--- src/rtl/csm_pkg.sv ---
package csm_pkg;
  // Coefficient structure: fixed at 16 bits, cut into 2-bit slices.
  localparam int COEF_W  = 16;
  localparam int SLICE_N = COEF_W / 2;   // 2-bit slices
  localparam int PAIR_N  = SLICE_N / 2;  // nibbles, one pair adder each
  localparam int BYTE_N  = PAIR_N / 2;   // bytes, one nibble adder each

  // Strobes from control to datapath.
  typedef struct packed {
    logic              load;     // capture a new result
    logic              negate;   // result sign is negative
    logic [PAIR_N-1:0] pairAdd;  // upper slice of nibble k is nonzero
    logic [BYTE_N-1:0] nibAdd;   // upper nibble of byte b is nonzero
    logic              byteAdd;  // upper byte is nonzero
  } csmCtrl_t;
endpackage

--- src/rtl/csm_bk_adder.sv ---
module csm_bk_adder #(
  parameter int W = 22
) (
  input  logic [W-1:0] opA,
  input  logic [W-1:0] opB,
  output logic [W-1:0] sum
);
  localparam int LV  = $clog2(W);
  localparam int NST = 2 * LV - 1;

  logic [NST:0][W-1:0]   gS;
  logic [NST-1:0][W-1:0] pS;
  logic [W-1:0]          carry;

  // pre-computation: bit generate / propagate
  assign gS[0] = opA & opB;
  assign pS[0] = opA ^ opB;

  // prefix network: LV up-sweep levels then LV-1 down-sweep levels
  for (genvar s = 0; s < NST; s++) begin : g_stage
    localparam bit UP   = (s < LV);
    localparam int DIST = UP ? (1 << s) : (1 << (2 * LV - 2 - s));
    for (genvar i = 0; i < W; i++) begin : g_bit
      localparam bit HIT = UP ? (((i + 1) % (2 * DIST)) == 0)
                              : ((((i + 1) % (2 * DIST)) == DIST) && ((i + 1) > 2 * DIST));
      if (HIT) begin : g_cell
        assign gS[s+1][i] = gS[s][i] | (pS[s][i] & gS[s][i-DIST]);
        if (s < NST - 1) begin : g_black
          assign pS[s+1][i] = pS[s][i] & pS[s][i-DIST];
        end
      end else begin : g_pass
        assign gS[s+1][i] = gS[s][i];
        if (s < NST - 1) begin : g_pp
          assign pS[s+1][i] = pS[s][i];
        end
      end
    end
  end

  // post-computation
  assign carry = {gS[NST][W-2:0], 1'b0};
  assign sum   = pS[0] ^ carry;
endmodule

--- src/rtl/csm_ctrl.sv ---
module csm_ctrl
  import csm_pkg::*;
(
  input  logic              inValid,
  input  logic              sampleNeg,
  input  logic              coefNeg,
  input  logic [COEF_W-1:0] coefMag,
  output csmCtrl_t          ctrl
);
  logic [PAIR_N-1:0] pairNz;
  logic [BYTE_N-1:0] nibNz;

  for (genvar k = 0; k < PAIR_N; k++) begin : g_pair
    assign pairNz[k] = |coefMag[4*k+3 -: 2];
  end
  for (genvar b = 0; b < BYTE_N; b++) begin : g_byte
    assign nibNz[b] = |coefMag[8*b+7 -: 4];
  end

  always_comb begin
    ctrl.load    = inValid;
    ctrl.negate  = sampleNeg ^ coefNeg;
    ctrl.pairAdd = pairNz;
    ctrl.nibAdd  = nibNz;
    ctrl.byteAdd = |coefMag[COEF_W-1:COEF_W/2];
  end
endmodule

--- src/rtl/csm_datapath.sv ---
module csm_datapath
  import csm_pkg::*;
#(
  parameter int DATA_W = 8
) (
  input  logic                     clk,
  input  logic                     rstN,
  input  logic [DATA_W-1:0]        sample,
  input  logic [COEF_W-1:0]        coef,
  input  csmCtrl_t                 ctrl,
  output logic                     sampleNeg,
  output logic                     coefNeg,
  output logic [COEF_W-1:0]        coefMag,
  output logic                     outValid,
  output logic [DATA_W+COEF_W-1:0] product
);
  localparam int PP_W   = DATA_W + 2;
  localparam int NIB_W  = DATA_W + 4;
  localparam int BYTE_W = DATA_W + 8;
  localparam int PROD_W = DATA_W + COEF_W;

  logic [DATA_W-1:0] sampleMag;
  logic [PP_W-1:0]   mult1, mult2, mult3;

  // sign conversion of operands
  assign sampleNeg = sample[DATA_W-1];
  assign coefNeg   = coef[COEF_W-1];
  assign sampleMag = sampleNeg ? (~sample + 1'b1) : sample;
  assign coefMag   = coefNeg ? (~coef + 1'b1) : coef;

  // partial product generator: the single shared adder forms 3x
  assign mult1 = {2'b00, sampleMag};
  assign mult2 = {1'b0, sampleMag, 1'b0};
  assign mult3 = mult1 + mult2;

  // one 4:1 selector per coefficient slice
  logic [SLICE_N-1:0][PP_W-1:0] pp;
  for (genvar i = 0; i < SLICE_N; i++) begin : g_sel
    logic [1:0] sel;
    assign sel   = coefMag[2*i+1 -: 2];
    assign pp[i] = (sel == 2'd0) ? '0 :
                   (sel == 2'd1) ? mult1 :
                   (sel == 2'd2) ? mult2 : mult3;
  end

  // layer 2: pair adders, bypassed when the upper slice is zero
  logic [PAIR_N-1:0][NIB_W-1:0] nibSum;
  for (genvar k = 0; k < PAIR_N; k++) begin : g_l2
    logic [NIB_W-1:0] lo, hi;
    assign lo        = NIB_W'(pp[2*k]);
    assign hi        = ctrl.pairAdd[k] ? {pp[2*k+1], 2'b00} : '0;
    assign nibSum[k] = ctrl.pairAdd[k] ? (lo + hi) : lo;
  end

  // layer 3: nibble adders, bypassed when the upper nibble is zero
  logic [BYTE_N-1:0][BYTE_W-1:0] byteSum;
  for (genvar b = 0; b < BYTE_N; b++) begin : g_l3
    logic [BYTE_W-1:0] lo, hi;
    assign lo         = BYTE_W'(nibSum[2*b]);
    assign hi         = ctrl.nibAdd[b] ? {nibSum[2*b+1], 4'b0000} : '0;
    assign byteSum[b] = ctrl.nibAdd[b] ? (lo + hi) : lo;
  end

  // final prefix adder, bypassed when the upper byte is zero
  logic [PROD_W-1:0] opLo, opHi, bkSum, magSum, prodNext;
  assign opLo = PROD_W'(byteSum[0]);
  assign opHi = ctrl.byteAdd ? {byteSum[1], 8'h00} : '0;

  csm_bk_adder #(.W(PROD_W)) u_bk (
    .opA (opLo),
    .opB (opHi),
    .sum (bkSum)
  );

  assign magSum   = ctrl.byteAdd ? bkSum : opLo;
  assign prodNext = ctrl.negate ? (~magSum + 1'b1) : magSum;

  always_ff @(posedge clk or negedge rstN) begin
    if (!rstN) begin
      outValid <= 1'b0;
      product  <= '0;
    end else begin
      outValid <= ctrl.load;
      if (ctrl.load) product <= prodNext;
    end
  end
endmodule

--- src/rtl/csm_mult.sv ---
module csm_mult
  import csm_pkg::*;
#(
  parameter int DATA_W = 8
) (
  input  logic                            clk,
  input  logic                            rstN,
  input  logic                            inValid,
  input  logic signed [DATA_W-1:0]        sample,
  input  logic signed [COEF_W-1:0]        coef,
  output logic                            outValid,
  output logic signed [DATA_W+COEF_W-1:0] product
);
  csmCtrl_t          ctrl;
  logic              sampleNeg, coefNeg;
  logic [COEF_W-1:0] coefMag;

  csm_ctrl u_ctrl (
    .inValid   (inValid),
    .sampleNeg (sampleNeg),
    .coefNeg   (coefNeg),
    .coefMag   (coefMag),
    .ctrl      (ctrl)
  );

  csm_datapath #(.DATA_W(DATA_W)) u_dp (
    .clk       (clk),
    .rstN      (rstN),
    .sample    (sample),
    .coef      (coef),
    .ctrl      (ctrl),
    .sampleNeg (sampleNeg),
    .coefNeg   (coefNeg),
    .coefMag   (coefMag),
    .outValid  (outValid),
    .product   (product)
  );
endmodule

--- config.mk ---
export PLATFORM = sky130hd
export DESIGN_NAME = csm_mult
export DESIGN_NICKNAME = d
export VERILOG_FILES = /design/src/rtl/csm_pkg.sv /design/src/rtl/csm_bk_adder.sv /design/src/rtl/csm_ctrl.sv /design/src/rtl/csm_datapath.sv /design/src/rtl/csm_mult.sv
export SDC_FILE = /design/constraint.sdc
export NUM_CORES = 1
export LEC_CHECK = 0
export BUFFER_PORTS_ARGS = -buffer_cell sky130_fd_sc_hd__buf_2
export CORE_MARGIN = 2
export CORE_UTILIZATION = 25
export DETAILED_ROUTE_END_ITERATION = 6
export PLACE_DENSITY = 0.37
export SLEW_MARGIN = 5
export SYNTH_ARGS = -nofsm -noshare
export SYNTH_HDL_FRONTEND = slang
export SYNTH_SLANG_ARGS = --single-unit
export TNS_END_PERCENT = 100
--- constraint.sdc ---
create_clock -name clk -period 2.3 [get_ports clk]
set_clock_uncertainty 0.2 [all_clocks]
set_input_delay 0.46 -clock clk [delete_from_list [all_inputs] [get_ports clk]]
set_output_delay 0.46 -clock clk [all_outputs]
set_load 0.01 [all_outputs]
==> results.cfg, run 1 <==
[layout]
areaGrowthSynthToFinish_pct = 65.4
antenna_cells = 0
drive_gt1_share_pct = 45.2
nets = 1755
final_util_pct = 42.1

[placement]
hpwl_um = 29100
gp_congestion = 0.869
io_buffers = 51
preCtsSetupSlack_ns = -6.34

[routing]
drc = 0
dr.pass1.iters = 5
route.final.wire_length_um = 35100
ant_nets = 0
vias_per_cell = 5.02
wl_per_cell_um = 16.8
dr.first_iter.drc_count = 552
vias = 10500

[synth]
synth_commonest_cells = nor2_1, nand2_1, a21oi_1
synth_area_leaders = ha_1, dfrtp_1, nor2_1
synth_cell_types = 95
syn_inst = 1169
syn_area_per_cell_sq_um = 7.13
syn_area_sq_mm = 0.00833
synth_nets = 1278
yosys_warnings = 0
yosys.area.top_type = ha_1
ys_seq_elements = 25
synthMostInstantiatedCell = nor2_1
async_flop_share_pct = 100
seq_area_frac_synth_pct = 7.51
ys.flop_type = dfrtp_1
synth_top_area_share_pct = 10.7
synth-edff-count = 0

[worst_setup_path]
crit_arrival_ns = 7.94
cp.required_ns = 2.28
crit_fanout = 4
slowest_delay_ns = 0.39
crit_type = input pin to flop
cp_common_cell = a21o_1
rr_startpoint = u_dp.product[17]
startpoint = sample[0]
cp-end-kind = flop
cp_slowest_cell = fa_2
cp-start-kind = input pin

[cts]
h-tree-depth = 1
cts_root_buf = clkbuf_16
cts_buffer_depth = 2
worstSkewPairLatency_ns = 0.26
cts_tree = built
clkSlewWorstSetupHoldPaths_ns = 0.06
cts_num_sinks = 25
cts_buffers = 3

[timing]
setup_viol = 23
hold_slack_ns = -0.0111
max_freq_mhz = 126
grt_setup_unrepaired = yes
setup_tns_ns = -90.11
setup_slack_ns = -5.66
period_needed_ns = 7.96
tightest_slew_ns = 0.825
fin_crit_sh_pct = 346
final-hold-violation-count = 12
maxSlewViolCount = 0
slew_headroom_pct = 45.0

[hold_path]
hp-class = input pin to async pin

[die]
die_w_um = 187
rows = 66
start_util_pct = 25.5
dieArea_sq_mm = 0.0348
ioPinCount = 52
coreArea_sq_mm = 0.0327
die-height_um = 187

[status]
status = complete, but fails checks
failed_checks = hold timing, setup timing

[power]
p_int_uw = 7810
seqPwrFrac_pct = 5.2
p_comb_share_pct = 92.0
sw_frac_of_total_pct = 43.6
p_leak_uw = 0.00640
p_clk_share_pct = 2.8
power.switching_uw = 6030
ir_drop_v = 0.000646
power-per-cell-area_mw_per_mm2 = 1000

[global_route]
grt_use_total_pct = 20.0
grt_antenna_before_repair = 0
grt_pass1_wl_um = 56800
grt_max_degree = 30
grt_pass1_vias = 10600
overflow = 0

[job]
drv_cap = 0
[power groups by stage]
stage / Sequential (uW) / Clock, uW / Combinational [uW]
global route: 746 / 420 / 14000
global placement: 725 / 0 / 10600
CTS: 723 / 407 / 11900
detailed placement: 731 / 0 / 10600
floorplan: 814 / 0 / 6090
finish: 720 / 390 / 12700
[final cells by class]
class	instances	area [sq um]
tap	442	553
sequential	25	626
fill	3416	18900
inverter	56	235
multi-input combinational	1018	8200
clock buffer	4	78.8
timing repair buffer	542	4090
[path summary, 6_finish.rpt]
kind / depth (start not counted) / to / slack [ns]
setup / recovery: 46 / u_dp.product[23] / -5.66
min in group clk: 1 / u_dp.product[3] / 0.30
hold reg to reg: 1 / u_dp.product[3] / 0.30
hold / removal: 1 / u_dp.product[21] / -0.01
max in group asynchronous: 1 / u_dp.product[2] / 1.52
setup reg to reg: 2 / u_dp.product[17] / 1.31
[through the flow]
step                cell area (sq um)  total power, uW  cells
finish                          13800            13800   2087
global route                    13800            15100   2087
CTS                             13300            13000   2066
detailed placement              12700            11300   2040
global placement                12700            11300   2040
floorplan                        8820             6900   1169
[cell usage in the layout (no fill, tap or decap), drive strengths merged, types with 15 or more instances in the layout]
cell type | Yosys | routed
nor2b | 19 | 19
xor2 | 42 | 42
or3 | 16 | 16
dfrtp | 25 | 25
o21ai | 76 | 76
nor2 | 115 | 115
o22ai | 43 | 43
nor3 | 28 | 28
buf | 21 | 542
a211oi | 20 | 20
ha | 71 | 71
xnor2 | 40 | 40
nand2b | 21 | 21
mux2i | 30 | 30
inv | 54 | 54
nand2 | 92 | 92
mux2 | 15 | 15
a21oi | 84 | 84
a31oi | 16 | 16
a21o | 28 | 28
nand3 | 25 | 25
[state kept, by name (all words and copies together) (netlist names)]
signal,count
u_dp.product,24
u_dp.outValid,1
[cells by family after synthesis]
family	count (synthesis)	synth area share (%)
flip-flops	25	7.51
adder cells (fa/ha/maj)	82	13.3
buffers and inverters	126	6.01
multiplexers	45	5.72
XOR/XNOR	83	9.09
AO/OA/AOI/OAI	405	33.5
AND/OR/NAND/NOR	403	24.9
[repair_timing]
| action | in CTS | in global routing |
|---|---|---|
| hold buffers | 0 | 0 |
| endpoints found under the setup margin | 23 | 23 |
| cloned | 0 | 0 |
| hold endpoints to repair | 0 | 0 |
| gates resized for setup | 93 | 69 |
| pin swaps | 77 | 93 |
| buffers inserted | 23 | 23 |
[worst max-delay path, delay by kind of cell]
kind            cells  cell delay [ns]
fa+ha+maj           7             1.88
compound gates     18             2.87
xor+xnor            3             0.52
mux                 1             0.14
simple gates       11             1.52
buf+inv             6             0.53
[metal layers]
layer	vias up	wire (um)	global-route usage, %
met1	5017	16100	25.4
met4	0	704	3.45
met3	32	557	1.07
li1	5320	-	-
met2	111	17700	37.5
met5	-	0	0
Power figures use the tool's default switching activity.
==> run 2: changes to the inputs <==
--- a/config.mk
+++ b/config.mk
@@ -5,11 +5,11 @@
 export SDC_FILE = /design/constraint.sdc
 export NUM_CORES = 1
 export LEC_CHECK = 0
-export BUFFER_PORTS_ARGS = -buffer_cell sky130_fd_sc_hd__buf_2
+export BUFFER_PORTS_ARGS = -buffer_cell sky130_fd_sc_hd__clkbuf_2
 export CORE_MARGIN = 2
-export CORE_UTILIZATION = 25
+export CORE_UTILIZATION = 45
 export DETAILED_ROUTE_END_ITERATION = 6
-export PLACE_DENSITY = 0.37
+export PLACE_DENSITY = 0.59
 export SLEW_MARGIN = 5
 export SYNTH_ARGS = -nofsm -noshare
 export SYNTH_HDL_FRONTEND = slang
==> results.cfg, run 2 (synthesis results as in run 1) <==
[placement]
io_buffers = 51
dpl_cell_area_sq_mm = 0.0123
hpwl_um = 25500
gp_congestion = 0.963

[global_route]
grt_pass1_wl_um = 52200
overflow = 0
grt_antenna_before_repair = 0
grt_max_degree = 30
grt_pass1_vias = 10600
grt_use_total_pct = 32.4

[layout]
drive_gt1_share_pct = 44.6
nets = 1731
antenna_cells = 0
stdcell_area_sq_mm = 0.0134
reg.largest.list = u_dp.product (24), u_dp.outValid (1)
largest_reg_flops = 24
mostFrequentLayoutCell = buf_4
areaGrowthSynthToFinish_pct = 60.6
final_util_pct = 74.0
n_fill_cell = 1454
layout_common_cells = buf_4, nor2_1, nand2_1
top_register = u_dp.product

[hold_path]
hp-class = input pin to async pin

[timing]
tightest_slew_ns = 0.728
final-hold-violation-count = 0
fin_crit_sh_pct = 353
grt_setup_unrepaired = yes
max_freq_mhz = 123
hold_slack_ns = 0.00111
maxSlewViolCount = 0
setup_viol = 23
setup_tns_ns = -89.61
period_needed_ns = 8.12
slew_headroom_pct = 51.5
setup_slack_ns = -5.82

[status]
status = complete, but fails checks
failed_checks = setup timing

[power]
ir_drop_v = 0.00124
p_leak_uw = 0.00628
power-per-cell-area_mw_per_mm2 = 1030

[worst_setup_path]
cp.required_ns = 2.29
cp.buffers_inverters = 5
cp-end-kind = flop
path_depth = 46
reg2reg_depth = 2
crit_fanout = 4
cp-start-kind = input pin
cp_slowest_cell = nor4_2
crit_type = input pin to flop
slowest_delay_ns = 0.39
critical_path.top_delay_family = compound AO/OA/AOI/OAI gates
crit_arrival_ns = 8.11

[routing]
vias_per_cell = 5.89
vias = 10900
route.final.wire_length_um = 33100
drc = 0
dr.pass1.iters = 5
wl_per_cell_um = 17.9
ant_nets = 0
dr.first_iter.drc_count = 748

[job]
drv_cap = 0

[die]
die_w_um = 140
dieArea_sq_mm = 0.0196
ioPinCount = 52
start_util_pct = 46.1
die-height_um = 140
coreArea_sq_mm = 0.0181
rows = 49

[cts]
worstSkewPairLatency_ns = 0.26
cts_buffer_depth = 2
h-tree-depth = 1
cts_tree = built
clkSlewWorstSetupHoldPaths_ns = 0.06
cts_root_buf = clkbuf_16
holdBufCountCts = 0
cts_num_sinks = 25
cts_buffers = 3
==> run 2: cell types whose count changed in the layout (fill, tap and decap cells not counted), moves of 4 or more <==
cell and change:
buf_2 -48, clkbuf_2 +49, buf_4 -17, a21oi_1 -4, buf_6 -8
==> run 2: metal layers <==
metal	global-route usage, %	up-vias	share of wire [%]
met5	0	-	0
met4	11.9	0	5.0
met3	3.18	112	4.3
met2	59.5	353	50
met1	39.2	5172	41
li1	-	5256	-
==> run 2: timing repair <==
item,CTS,global route
hold endpoints to repair,0,0
buffers inserted,16,22
resized for setup,68,84
pin swaps,67,82
gates cloned,0,0
endpoints found under the setup margin,23,23
==> run 2: worst paths after layout <==
kind                                    end              from  slack (ns)
setup reg to reg           u_dp.product[17]  u_dp.product[17]        1.31
max in group asynchronous  u_dp.product[12]              rstN        1.49
setup / recovery           u_dp.product[23]         sample[0]       -5.82
hold reg to reg             u_dp.product[3]   u_dp.product[3]        0.30
min in group clk            u_dp.product[3]   u_dp.product[3]        0.30
hold / removal             u_dp.product[21]              rstN       0.001
==> run 2: metrics by stage <==
step                      power (uW)  std cells  setup WS, ns
after global routing           14800       1850         -6.21
after CTS                      12400       1831         -5.77
final                          13700       1850         -5.82
after floorplan                 6900       1169         -5.70
after detailed placement       11000       1812         -6.22
after global placement         10800       1812         -6.01
==> run 2: cell type report <==
cell class              instances  area [sq um]  share of cell area (%)
multi-input cells            1018          8270                    61.8
flip-flops and latches         25           626                    4.68
clock buffers                   4          78.8                   0.589
inverters                      56           235                    1.76
repair buffers                518          3880                    29.0
well taps                     229           287                    2.14
==> run 2: report_power, final <==
group,internal (uW),switching (uW),total (uW)
Sequential,634,89.9,724
Combinational,6650,5960,12600
Clock,238,160,397
